[src/rtl/intc_pkg.sv]
package intc_pkg;
  localparam int BANK_SRC = 16;
  localparam int N_RTREG  = 4;
  localparam int N_SLOT   = 5;

  typedef struct packed {
    logic       vld;
    logic       bank;
    logic [3:0] idx;
  } claim_t;

  // Routing register holding a source's field: 0=A 1=B 2=C 3=D, -1 = none
  function automatic int fld_reg(int bank, int src);
    if (bank == 0) begin
      case (src)
        0, 1, 2, 3, 8: return 0;
        9, 11, 12:     return 1;
        default:       return -1;
      endcase
    end
    case (src)
      0, 1, 3, 4, 5:   return 2;
      6, 7, 8, 9, 10:  return 3;
      default:         return -1;
    endcase
  endfunction

  // Lowest bit of a source's field inside its routing register
  function automatic int fld_pos(int bank, int src);
    if (bank == 0) begin
      case (src)
        1, 11:   return 3 * (src == 1 ? 1 : 2);
        2:       return 6;
        3, 12:   return 9;
        8:       return 12;
        default: return 0;
      endcase
    end
    case (src)
      1:       return 3;
      3:       return 6;
      4:       return 9;
      5:       return 12;
      6, 7, 8, 9, 10: return (src - 6) * 3;
      default: return 0;
    endcase
  endfunction

  // Route after reset (and permanent route of sources without a field)
  function automatic int rst_route(int bank, int src);
    if (bank == 0 && src == 2) return 1;
    if (bank == 1 && src == 0) return 2;
    if (bank == 1 && src == 2) return 3;
    return 0;
  endfunction

  // Source occupying slot k of routing register r, -1 if the slot is a gap
  function automatic int slot_src(int r, int k);
    for (int s = 0; s < BANK_SRC; s++)
      if (fld_reg(r / 2, s) == r && fld_pos(r / 2, s) == 3 * k) return s;
    return -1;
  endfunction
endpackage

[src/rtl/intc_asgn.sv]
module intc_asgn
  import intc_pkg::*;
#(
  parameter int RW    = 16,
  parameter int FW    = 3,
  parameter int NREG  = N_RTREG,
  parameter int NSLOT = N_SLOT
) (
  input  logic                      clk,
  input  logic                      rst_n,
  input  logic [NREG-1:0]           wr_sel,
  input  logic [RW-1:0]             wdata,
  output logic [NREG-1:0][RW-1:0]   asg
);
  localparam int LEGAL_MAX = 4;
  localparam int USED_W    = NSLOT * FW;

  logic unused_hi;
  assign unused_hi = ^wdata[RW-1:USED_W];

  for (genvar r = 0; r < NREG; r++) begin : g_reg
    if (USED_W < RW) begin : g_top
      assign asg[r][RW-1:USED_W] = '0;
    end
    for (genvar k = 0; k < NSLOT; k++) begin : g_slot
      localparam int SRC = slot_src(r, k);
      if (SRC >= 0) begin : g_fld
        logic [FW-1:0] fld_q;
        logic [FW-1:0] nv;
        assign nv = wdata[k*FW +: FW];
        always_ff @(posedge clk or negedge rst_n) begin
          if (!rst_n)                                  fld_q <= FW'(rst_route(r / 2, SRC));
          else if (wr_sel[r] && nv <= FW'(LEGAL_MAX))  fld_q <= nv;
        end
        assign asg[r][k*FW +: FW] = fld_q;

        p_illegal_hold_r6: assert property (@(posedge clk) disable iff (!rst_n)
          (wr_sel[r] && wdata[k*FW +: FW] > FW'(LEGAL_MAX)) |=> $stable(asg[r][k*FW +: FW]));
        p_field_legal_r6: assert property (@(posedge clk) disable iff (!rst_n)
          asg[r][k*FW +: FW] <= FW'(LEGAL_MAX));
      end else begin : g_gap
        assign asg[r][k*FW +: FW] = '0;
      end
    end
  end
endmodule

[src/rtl/intc_pick.sv]
module intc_pick
  import intc_pkg::*;
#(
  parameter int N_SRC  = BANK_SRC,
  parameter int FW     = 3,
  parameter int OUT_ID = 0
) (
  input  logic                       clk,
  input  logic                       rst_n,
  input  logic [N_SRC-1:0]           act1,
  input  logic [N_SRC-1:0]           act2,
  input  logic [N_SRC-1:0][FW-1:0]   rt1,
  input  logic [N_SRC-1:0][FW-1:0]   rt2,
  output claim_t                     claim
);
  logic [N_SRC-1:0] hit1, hit2;

  always_comb begin
    for (int i = 0; i < N_SRC; i++) begin
      hit1[i] = act1[i] && (rt1[i] == FW'(OUT_ID));
      hit2[i] = act2[i] && (rt2[i] == FW'(OUT_ID));
    end
  end

  // Later assignments override earlier ones: bank 1, lowest index, wins.
  always_comb begin
    claim = '0;
    for (int i = N_SRC - 1; i >= 0; i--)
      if (hit2[i]) claim = '{vld: 1'b1, bank: 1'b1, idx: 4'(i)};
    for (int i = N_SRC - 1; i >= 0; i--)
      if (hit1[i]) claim = '{vld: 1'b1, bank: 1'b0, idx: 4'(i)};
  end

  p_claim_src_r8: assert property (@(posedge clk) disable iff (!rst_n)
    claim.vld |-> (claim.bank ? (act2[claim.idx] && rt2[claim.idx] == FW'(OUT_ID))
                              : (act1[claim.idx] && rt1[claim.idx] == FW'(OUT_ID))));
  p_bank_pri_r8: assert property (@(posedge clk) disable iff (!rst_n)
    (claim.vld && claim.bank) |-> (hit1 == '0));
  p_lowest_r8: assert property (@(posedge clk) disable iff (!rst_n)
    (claim.vld && !claim.bank) |-> ((hit1 & ((N_SRC'(1) << claim.idx) - N_SRC'(1))) == '0));
endmodule

[src/rtl/intc_route.sv]
module intc_route
  import intc_pkg::*;
#(
  parameter int N_SRC = BANK_SRC,
  parameter int N_OUT = 5,
  parameter int RW    = 16,
  parameter int FW    = 3,
  parameter int AW    = 5
) (
  input  logic              clk,
  input  logic              rst_n,
  input  logic [N_SRC-1:0]  irq_b1,
  input  logic [N_SRC-1:0]  irq_b2,
  input  logic              reg_win,
  input  logic [AW-1:0]     reg_off,
  input  logic              reg_wr,
  input  logic [RW-1:0]     reg_wdata,
  output logic [RW-1:0]     reg_rdata,
  output logic [N_OUT-1:0]  cpu_irq
);
  localparam int IW = AW - 1;
  localparam int CW = $bits(claim_t);
  // halfword indices (offset / 2)
  localparam logic [IW-1:0] H_STAT  = IW'(0);
  localparam logic [IW-1:0] H_RTA   = IW'(2);
  localparam logic [IW-1:0] H_RTB   = IW'(3);
  localparam logic [IW-1:0] H_MSK1  = IW'(6);
  localparam logic [IW-1:0] H_RTC   = IW'(14);
  localparam logic [IW-1:0] H_RTD   = IW'(15);
  localparam logic [IW-1:0] H_MSK2  = IW'(3);
  localparam int            H_CLM0  = 8;

  logic [IW-1:0] hidx;
  logic          unused_lsb;
  assign hidx       = reg_off[AW-1:1];
  assign unused_lsb = reg_off[0];

  logic [N_SRC-1:0] mask1_q, mask2_q;
  logic [N_RTREG-1:0] rt_wr;
  logic [N_RTREG-1:0][RW-1:0] asg;
  logic [N_SRC-1:0][FW-1:0] rt1, rt2;
  claim_t claim [N_OUT];

  always_ff @(posedge clk or negedge rst_n) begin
    if (!rst_n) begin
      mask1_q <= '0;
      mask2_q <= '0;
    end else if (reg_wr) begin
      if (!reg_win && hidx == H_MSK1) mask1_q <= reg_wdata[N_SRC-1:0];
      if ( reg_win && hidx == H_MSK2) mask2_q <= reg_wdata[N_SRC-1:0];
    end
  end

  assign rt_wr[0] = reg_wr && !reg_win && hidx == H_RTA;
  assign rt_wr[1] = reg_wr && !reg_win && hidx == H_RTB;
  assign rt_wr[2] = reg_wr && !reg_win && hidx == H_RTC;
  assign rt_wr[3] = reg_wr && !reg_win && hidx == H_RTD;

  intc_asgn #(.RW(RW), .FW(FW), .NREG(N_RTREG), .NSLOT(N_SLOT)) i_asgn (
    .clk(clk), .rst_n(rst_n), .wr_sel(rt_wr), .wdata(reg_wdata), .asg(asg));

  for (genvar s = 0; s < N_SRC; s++) begin : g_rt
    localparam int R1 = fld_reg(0, s);
    localparam int R2 = fld_reg(1, s);
    if (R1 >= 0) begin : g_f1
      assign rt1[s] = asg[R1][fld_pos(0, s) +: FW];
    end else begin : g_x1
      assign rt1[s] = FW'(rst_route(0, s));
    end
    if (R2 >= 0) begin : g_f2
      assign rt2[s] = asg[R2][fld_pos(1, s) +: FW];
    end else begin : g_x2
      assign rt2[s] = FW'(rst_route(1, s));
    end
  end

  for (genvar o = 0; o < N_OUT; o++) begin : g_out
    intc_pick #(.N_SRC(N_SRC), .FW(FW), .OUT_ID(o)) i_pick (
      .clk(clk), .rst_n(rst_n),
      .act1(irq_b1 & mask1_q), .act2(irq_b2 & mask2_q),
      .rt1(rt1), .rt2(rt2), .claim(claim[o]));
    assign cpu_irq[o] = claim[o].vld;
  end

  always_comb begin
    reg_rdata = '0;
    if (!reg_win) begin
      case (hidx)
        H_STAT: reg_rdata = RW'(irq_b1);
        H_RTA:  reg_rdata = asg[0];
        H_RTB:  reg_rdata = asg[1];
        H_MSK1: reg_rdata = RW'(mask1_q);
        H_RTC:  reg_rdata = asg[2];
        H_RTD:  reg_rdata = asg[3];
        default: reg_rdata = '0;
      endcase
    end else begin
      if (hidx == H_STAT) reg_rdata = RW'(irq_b2);
      if (hidx == H_MSK2) reg_rdata = RW'(mask2_q);
      for (int o = 0; o < N_OUT; o++)
        if (hidx == IW'(H_CLM0 + o)) reg_rdata = {{(RW-CW){1'b0}}, claim[o]};
    end
  end

  p_mask_rst_r2: assert property (@(posedge clk) disable iff (!rst_n)
    $rose(rst_n) |-> (mask1_q == '0 && mask2_q == '0 && cpu_irq == '0));
  p_wr_next_r10: assert property (@(posedge clk) disable iff (!rst_n)
    (reg_wr && !reg_win && hidx == H_MSK1) |=> (mask1_q == $past(reg_wdata[N_SRC-1:0])));
  p_gap_zero_r7: assert property (@(posedge clk) disable iff (!rst_n)
    (!reg_win && hidx == H_RTB) |-> (reg_rdata[5:3] == '0 && reg_rdata[RW-1:12] == '0));
  p_irq_needs_src_r1: assert property (@(posedge clk) disable iff (!rst_n)
    (cpu_irq != '0) |-> (((irq_b1 & mask1_q) | (irq_b2 & mask2_q)) != '0));
endmodule

[config.mk]
export PLATFORM = sky130hd
export DESIGN_NAME = intc_route
export DESIGN_NICKNAME = d
export VERILOG_FILES = /design/src/rtl/intc_pkg.sv /design/src/rtl/intc_asgn.sv /design/src/rtl/intc_pick.sv /design/src/rtl/intc_route.sv
export SDC_FILE = /design/constraint.sdc
export NUM_CORES = 1
export LEC_CHECK = 0
export BUFFER_PORTS_ARGS = -buffer_cell sky130_fd_sc_hd__buf_4
export CORE_ASPECT_RATIO = 1.25
export CORE_MARGIN = 2
export CORE_UTILIZATION = 30
export CTS_CLUSTER_SIZE = 30
export DETAILED_ROUTE_END_ITERATION = 10
export HOLD_SLACK_MARGIN = 0.15
export PLACE_DENSITY = 0.47
export SYNTH_ARGS = -nofsm -noshare
export SYNTH_HDL_FRONTEND = slang
export SYNTH_HIERARCHICAL = 1
export SYNTH_SLANG_ARGS = --single-unit
[constraint.sdc]
create_clock -name clk -period 2.7 [get_ports clk]
set_input_delay 0.405 -clock clk [delete_from_list [all_inputs] [get_ports clk]]
set_output_delay 0.405 -clock clk [all_outputs]
set_load 0.01 [all_outputs]
Yosys cells after proc, flatten, opt, wreduce, memory -nomap -nowiden
Index checks and enable logic that the tools add are counted.
{ "op_classes": {"magnitude_cmp": 5, "eq_ne": 82, "n_mux": 113, "bitwise_logic": 2, "n_reduce_logical": 137} }
{ "ops": {"columns": ["cell", "n"], "rows": [
  ["2-to-1 mux 6 bit", 104],
  ["2-to-1 mux 16 bit", 8],
  ["logical AND 1 bit", 115],
  ["== test 3 x 2 -> 1 bit (second input constant)", 36],
  ["one-hot mux 16 bit (6 select lines)", 1],
  ["== test 3 x 1 -> 1 bit (second input constant)", 18],
  ["== test 3 bit (second input constant)", 18],
  ["logical NOT 3 bit", 18],
  ["bitwise AND 16 bit", 2],
  ["== test 4 bit (second input constant)", 7],
  ["less-or-equal comparator 3 bit (second input constant)", 5],
  ["== test 4 x 2 -> 1 bit (second input constant)", 2],
  ["== test 4 x 3 -> 1 bit (second input constant)", 1],
  ["logical NOT 4 bit", 1],
  ["AND reduction 2 bit", 2],
  ["logical NOT 1 bit", 1]
]} }
{ "word_totals": {"regBits": 86, "wordCells": 359} }

Logic depth before layout (Yosys ltp)
Gate-level depths: netlist (run 1).
{ "logic_depth": {"word_depth": 38, "ltp_mapped": 10, "mapped_depth_nobuf": 10} }

Cells and area by module
The synthesis (run 1) kept the hierarchy.
{ "modules_own_cells": {"columns": ["module", "n_inst", "cells_each", "area_each_um2", "seq_area_each_um2"], "rows": [
  ["intc_route", 1, 281, 2787.7, 800.8],
  ["intc_asgn", 1, 190, 2274.7, 1353.8],
  ["intc_pick (g_out[1].i_pick ...)", 2, 101, 874.6, 0.0],
  ["intc_pick (g_out[4].i_pick)", 1, 108, 868.3, 0.0],
  ["intc_pick (g_out[0].i_pick)", 1, 101, 859.6, 0.0],
  ["intc_pick (g_out[3].i_pick)", 1, 106, 759.5, 0.0]
]} }

Worst setup path after synthesis (run 1)
OpenSTA, ideal clock, no wires.
{ "synth_path": {"path_kind": "input to output", "startpoint": "input port irq_b2[5]", "endpoint": "output port reg_rdata[0]", "t_arrival_ps": 2280, "required_time_ps": 2295, "setup_slack_ps": 15, "stages": 10, "n_path_buf": 0, "cell_sequence": "and2_1 or4b_4 a21oi_2 nand4b_1 a21o_1 a211oi_2 mux2i_1 o2bb2ai_1 o22ai_1 a31oi_1"} }
{ "synth_lines": {"columns": ["item", "line_no", "source"], "rows": [
  ["start: declaration", "intc_route.sv:13", "input logic [N_SRC-1:0] irq_b2,"],
  ["end: declaration", "intc_route.sv:18", "output logic [RW-1:0] reg_rdata,"]
]} }

==> results.json, run 1 <==
{
  "status": "complete, but fails checks",
  "violations": "setup timing",
  "switching_share": 0.364,
  "grt_overflow_total": 0,
  "ys_seq_elements": 86,
  "grt_first_pass_wirelength_um": 61400,
  "rsz0062_at_grt": "yes",
  "multiInputGateArea_mm2": 0.00837,
  "switchingPower_mw": 2.36,
  "leakagePower_nw": 6.57,
  "antenna_cells": 0,
  "nFillCells": 3006,
  "p_total_mw": 6.48,
  "antenna_found_initial": 0,
  "maxSlewHeadroom": 0.471,
  "die-height_um": 201,
  "die-area_mm2": 0.0324,
  "start_util": 0.303,
  "cts_tree": "done",
  "numClockSinks": 86,
  "worst_setup_path_end_kind": "output port",
  "critical_path_arrival_ps": 2990,
  "synthArstFlopShare": 1.00,
  "std_cell_rows": 72,
  "ir_drop_uv": 294,
  "first_iter_violations": 679,
  "ys.flop_type": "dfrtp_1",
  "path_cells": "and2_4 > or4b_4 > a21oi_4 > nand4b_1 > a21o_1 > a211oi_2 > mux2i_1 > o2bb2ai_1 > o22ai_1 > a31oi_1 > buf_4",
  "port_buffers": 76,
  "via_per_inst": 5.17,
  "preCtsSetupSlack_ps": -642,
  "crit_required_ps": 2300,
  "grt_pass1_vias": 10200,
  "syn_area_mm2": 0.00930,
  "io-pin-count": 78,
  "nets": 1631,
  "clk_latency_ps": 360,
  "cap_violations": 0,
  "setup_viol": 9,
  "cp_slowest_stage_delay_ps": 500,
  "holdCritStartpoint": "reg_wdata[15]",
  "ys_seq_area_frac": 0.232,
  "crit_type": "reg2out",
  "cpLargestDelayFamily": "compound AO/OA/AOI/OAI gates",
  "r2r_start": "i_asgn/g_reg[3].g_slot[0].g_fld.fld_q[1]",
  "numCtsBuffers": 9,
  "avgSynthCellArea_um2": 9.41,
  "synth_edf_count": 0,
  "htreeDepth": 3,
  "crit_path_start_kind": "register",
  "hp-class": "in2reg",
  "die_w_um": 161,
  "place.gp.congestion": 0.964,
  "worst_pin_slew_ps": 782,
  "crit_start": "mask2_q[5]",
  "ys_types": 86,
  "clk_path_buf_depth": 2,
  "syn2layout_area_growth_pct": 54.1,
  "route.final.wire_length_um": 41300,
  "drc": 0,
  "power_density_mw_per_mm2": 452,
  "clkPwrFrac": 0.222,
  "final_antenna_net_count": 0,
  "tns_ps": -3270,
  "setup_ws_ps": -691,
  "layout_min_cycle_time_ps": 3390,
  "seqCellArea_mm2": 0.00216,
  "fin_skew_ps": 0,
  "slew_viol_final": 0,
  "grt_max_degree": 46,
  "worstPathMaxFanout": 2,
  "wire_per_inst_um": 20.8,
  "grt.total_usage": 0.254,
  "cp_slowest_cell": "or4b_4",
  "clkTransAtPathRegs_ps": 70,
  "core_area_mm2": 0.0307,
  "rrSetupSlack_ps": 1610,
  "combinationalPowerShare": 0.490,
  "dr.pass1.iters": 5,
  "path_buf_inv": 1,
  "fmax_mhz": 295,
  "dp_hpwl_um": 34100,
  "pwr-share-seq": 0.288,
  "drive_above_1_share": 0.395,
  "hold_violations": 0,
  "finalCritPeriodShare": 1.26,
  "cellInternalPower_mw": 4.12,
  "syn_inst": 988,
  "vias": 10300,
  "cts_root_buf": "clkbuf_16",
  "yosys_warnings": 6
}
-- layout by cell type, fill, tap and decap left out, drive strengths merged, types with 15 or more instances in the layout --
cell type / Yosys / layout
mux2: 32 / 32
nor4bb: 31 / 31
a22oi: 52 / 52
and3: 24 / 24
inv: 18 / 20
o22ai: 17 / 17
a2bb2oi: 36 / 36
and4b: 15 / 15
nand2b: 16 / 16
a31oi: 18 / 18
conb: 3 / 253
nor2b: 36 / 36
nor2: 69 / 69
o21ai: 16 / 16
a21oi: 60 / 60
nand4b: 27 / 27
nand2: 48 / 48
and2: 35 / 35
nand4bb: 25 / 25
and4bb: 51 / 51
dfrtp: 84 / 84
nor4: 33 / 33
buf: 33 / 368
nor4b: 34 / 34
or3b: 19 / 19
-- synth_stat cells, drive strengths merged (8+ instances only) --
| library cell | number | area, um2 |
|---|---|---|
| o21ai | 16 | 80.1 |
| o2bb2ai | 9 | 78.8 |
| nor4b | 34 | 445 |
| nand2 | 48 | 180 |
| nand4 | 12 | 75.1 |
| clkbuf | 11 | 42.5 |
| or4b | 8 | 91.3 |
| a21oi | 60 | 315 |
| and2 | 35 | 219 |
| dfrtp | 84 | 2100 |
| nor3 | 11 | 60.1 |
| a2bb2oi | 36 | 315 |
| nand4b | 27 | 236 |
| nor4bb | 31 | 398 |
| nor4 | 33 | 299 |
| and4bb | 51 | 653 |
| a211oi | 13 | 118 |
| a31oi | 18 | 113 |
| o22ai | 17 | 106 |
| nor2b | 36 | 225 |
| buf | 33 | 274 |
| and3 | 24 | 155 |
| nand3b | 8 | 72.6 |
| and4b | 15 | 154 |
| nand4bb | 25 | 282 |
| inv | 18 | 67.6 |
| or3b | 19 | 166 |
| nand3 | 13 | 65.1 |
| nand2b | 16 | 108 |
| mux2 | 32 | 435 |
| a22oi | 52 | 390 |
| nor2 | 69 | 267 |
-- metal layers --
layer / part of all wire / track usage / wire (um)
met2: 0.49 / 0.432 / 20000
met5: 0 / 0 / 0
met4: 0.043 / 0.107 / 1800
met1: 0.43 / 0.325 / 17600
met3: 0.045 / 0.0269 / 1850
-- worst register-to-register path: stages (launching register included) --
cell and delay [ps]:
dfrtp_1 430, buf_4 180, a2bb2oi_1 350
-- area by class of cell --
class	instances	share of cell area
Sequential cell	86	0.151
Multi-Input combinational cell	1090	0.584
Tap cell	407	0.0355
Clock inverter	6	0.00646
Timing Repair Buffer	369	0.202
Clock buffer	10	0.0167
Inverter	18	0.00471
-- cells by family after synthesis --
kind of cell / count (synthesis) / share of synthesized area
AO/OA/AOI/OAI: 268 / 0.211
buffers and inverters: 62 / 0.0413
flip-flops: 86 / 0.232
multiplexers: 38 / 0.0533
other: 3 / 0.00121
AND/OR/NAND/NOR: 531 / 0.461
-- registers in the layout, summed over array words and instances, names as in the netlist --
| register | flops |
|---|---|
| i_asgn/g.g_slot.g_fld.fld_q | 54 |
| mask1_q | 16 |
| mask2_q | 16 |
-- stage by stage --
| step | cells | utilization | cell area [um2] | hold WS, ps |
|---|---|---|---|---|
| after floorplan | 1238 | - | 10200 | 109 |
| after global placement | 1957 | 0.430 | 13200 | 478 |
| after detailed placement | 1957 | 0.430 | 13200 | 480 |
| after CTS | 1983 | 0.460 | 14100 | 291 |
| after global routing | 1986 | 0.467 | 14300 | 299 |
| final | 1986 | 0.467 | 14300 | 302 |
-- power by group through the flow --
stage | clock network, mW | logic (mW) | registers, mW
CTS | 1.46 | 3.10 | 1.85
finish | 1.44 | 3.17 | 1.87
detailed placement | 0 | 2.85 | 1.86
global placement | 0 | 2.83 | 1.85
floorplan | 0 | 1.25 | 1.85
global route | 1.51 | 3.39 | 1.90
-- repair_timing --
action                                  CTS  global route
setup buffers                            11             5
pin swaps                                36            34
hold buffers                              1             0
gates resized for setup                 119            33
hold endpoints to repair                 42             0
endpoints found under the setup margin   11            11
-- worst paths after layout --
check	cells after the start	endpoint
max	11	reg_rdata[0]
min	2	mask2_q[15]
max reg2reg	2	i_asgn/g_reg[3].g_slot[0].g_fld.fld_q[1]
min reg2reg	1	i_asgn/g_reg[0].g_slot[2].g_fld.fld_q[0]
max in group asynchronous	3	mask2_q[14]
min in group asynchronous	2	i_asgn/g_reg[0].g_slot[1].g_fld.fld_q[0]
(Power assumes the default switching activity.)
==> run 2: changes to the inputs <==
- MAX_ROUTING_LAYER: not set -> met4
==> results.json, run 2 (synthesis gave the netlist of run 1 again) <==
{
  "worst_setup_path_end_kind": "output port",
  "setup_ws_ps": -645,
  "path_buf_inv": 1,
  "io-pin-count": 78,
  "worst_pin_slew_ps": 779,
  "wire_per_inst_um": 21.1,
  "start_util": 0.303,
  "reg2reg_depth": 3,
  "route.final.wire_length_um": 41900,
  "die-height_um": 201,
  "core_area_mm2": 0.0307,
  "cts_tree": "done",
  "cp_slowest_cell": "or4b_4",
  "crit_cells": 11,
  "numCtsBuffers": 9,
  "layout_min_cycle_time_ps": 3340,
  "final_common_cell": "buf_4",
  "largest_register_ffs": 54,
  "antenna_found_initial": 0,
  "final_antenna_net_count": 0,
  "port_buffers": 76,
  "cpLargestDelayFamily": "compound AO/OA/AOI/OAI gates",
  "dp_hpwl_um": 34500,
  "path_cells": "and2_4 > or4b_4 > a21oi_4 > nand4b_1 > a21o_1 > a211oi_2 > mux2i_1 > o2bb2ai_1 > o22ai_1 > a31oi_1 > buf_4",
  "hold_violations": 0,
  "nFillCells": 2999,
  "cts_root_buf": "clkbuf_16",
  "drive_above_1_share": 0.393,
  "maxSlewHeadroom": 0.476,
  "htreeDepth": 3,
  "endpoint": "reg_rdata[0]",
  "nets": 1633,
  "via_per_inst": 5.17,
  "crit_start": "mask2_q[5]",
  "std_cell_rows": 72,
  "antenna_cells": 0,
  "ir_drop_uv": 374,
  "dr.pass1.iters": 5,
  "critical_path_arrival_ps": 2940,
  "grt_pass1_vias": 10200,
  "grt_overflow_total": 0,
  "setup_viol": 8,
  "worstPathMaxFanout": 2,
  "grt.total_usage": 0.264,
  "grt_first_pass_wirelength_um": 61700,
  "power_density_mw_per_mm2": 443,
  "tns_ps": -3380,
  "slew_viol_final": 0,
  "cap_violations": 0,
  "first_iter_violations": 628,
  "crit_type": "reg2out",
  "leakagePower_nw": 6.56,
  "cp_slowest_stage_delay_ps": 490,
  "drc": 0,
  "vias": 10300,
  "fmax_mhz": 299,
  "rrSetupSlack_ps": 1550,
  "status": "complete, but fails checks",
  "numClockSinks": 86,
  "reg2reg_to": "i_asgn/g_reg[2].g_slot[0].g_fld.fld_q[1]",
  "finalCritPeriodShare": 1.24,
  "clkTransAtPathRegs_ps": 70,
  "place.gp.congestion": 0.961,
  "fin_hold_ws_ps": 298,
  "regMostFlops": "i_asgn/g.g_slot.g_fld.fld_q",
  "die_w_um": 161,
  "multiInputGateArea_mm2": 0.00837,
  "post-place-cells": 1958,
  "reg.largest.list": "i_asgn/g.g_slot.g_fld.fld_q: 54 flops, mask1_q: 16 flops, mask2_q: 16 flops",
  "layout_common_cells": "buf_4 (351), conb_1 (253), dfrtp_1 (80), a21oi_1 (54), nor2_1 (53)",
  "seqCellArea_mm2": 0.00216,
  "die-area_mm2": 0.0324,
  "clk_latency_ps": 360,
  "rsz0062_at_grt": "yes",
  "grt_max_degree": 49,
  "crit_path_start_kind": "register",
  "crit_required_ps": 2300,
  "fin_skew_ps": 0,
  "clk_path_buf_depth": 2,
  "fin_cells": 1988,
  "r2r_start": "i_asgn/g_reg[2].g_slot[0].g_fld.fld_q[1]",
  "syn2layout_area_growth_pct": 53.5,
  "hp-class": "in2reg",
  "violations": "setup timing"
}
==> run 2: how the worst min path moves through the flow <==
| stage | from | end | slack (ps) | cells after the start |
|---|---|---|---|---|
| 2_1_floorplan | rst_n | i_asgn/g_reg[0].g_slot[0].g_fld.fld_q[0] | 110 | 0 |
| 3_3_place_gp | rst_n | i_asgn/g_reg[0].g_slot[1].g_fld.fld_q[0] | 490 | 1 |
| 3_5_place_dp | rst_n | i_asgn/g_reg[0].g_slot[1].g_fld.fld_q[2] | 490 | 1 |
| 4_1_cts | reg_wdata[15] | mask2_q[15] | 280 | 2 |
| 5_1_grt | reg_wdata[15] | mask2_q[15] | 300 | 2 |
| 6_report | reg_wdata[15] | mask2_q[15] | 300 | 2 |
==> run 2: cell type report <==
class / count / area share
clock buffer: 12 / 0.0166
clock inverter: 4 / 0.00342
inverter: 18 / 0.00473
multi-input combinational: 1090 / 0.586
sequential: 86 / 0.151
tap: 407 / 0.0357
timing repair buffer: 371 / 0.202
==> run 2: what timing repair did <==
action	4_1_cts	5_1_grt
setup buffers	15	5
setup endpoints to repair	11	11
hold buffers	1	0
pin swaps	50	28
hold endpoints to repair	45	0
gates resized for setup	129	27
==> run 2: power breakdown <==
group | switching (mW) | total [mW] | internal, mW
clock network | 0.556 | 1.27 | 0.717
registers | 0.353 | 1.90 | 1.55
logic | 1.44 | 3.14 | 1.70
==> run 2: per-layer routing <==
| layer | part of all wire | routed length [um] | vias up | track usage |
|---|---|---|---|---|
| li1 | - | - | 4954 | - |
| met4 | 0.036 | 1500 | 0 | 0.0944 |
| met2 | 0.50 | 20800 | 204 | 0.450 |
| met5 | 0 | 0 | - | - |
| met3 | 0.023 | 977 | 63 | 0.0145 |
| met1 | 0.44 | 18600 | 5054 | 0.330 |
==> run 2: through the flow <==
stage                     worst slack (ps)  utilization  cell area [um2]  power [mW]
final                                 -645        0.465            14300        6.32
after floorplan                       15.2            -            10200        3.09
after global placement                -582        0.429            13200        4.67
after detailed placement              -569        0.429            13200        4.70
after CTS                             -677        0.459            14100        6.22
after global routing                  -850        0.465            14300        6.61
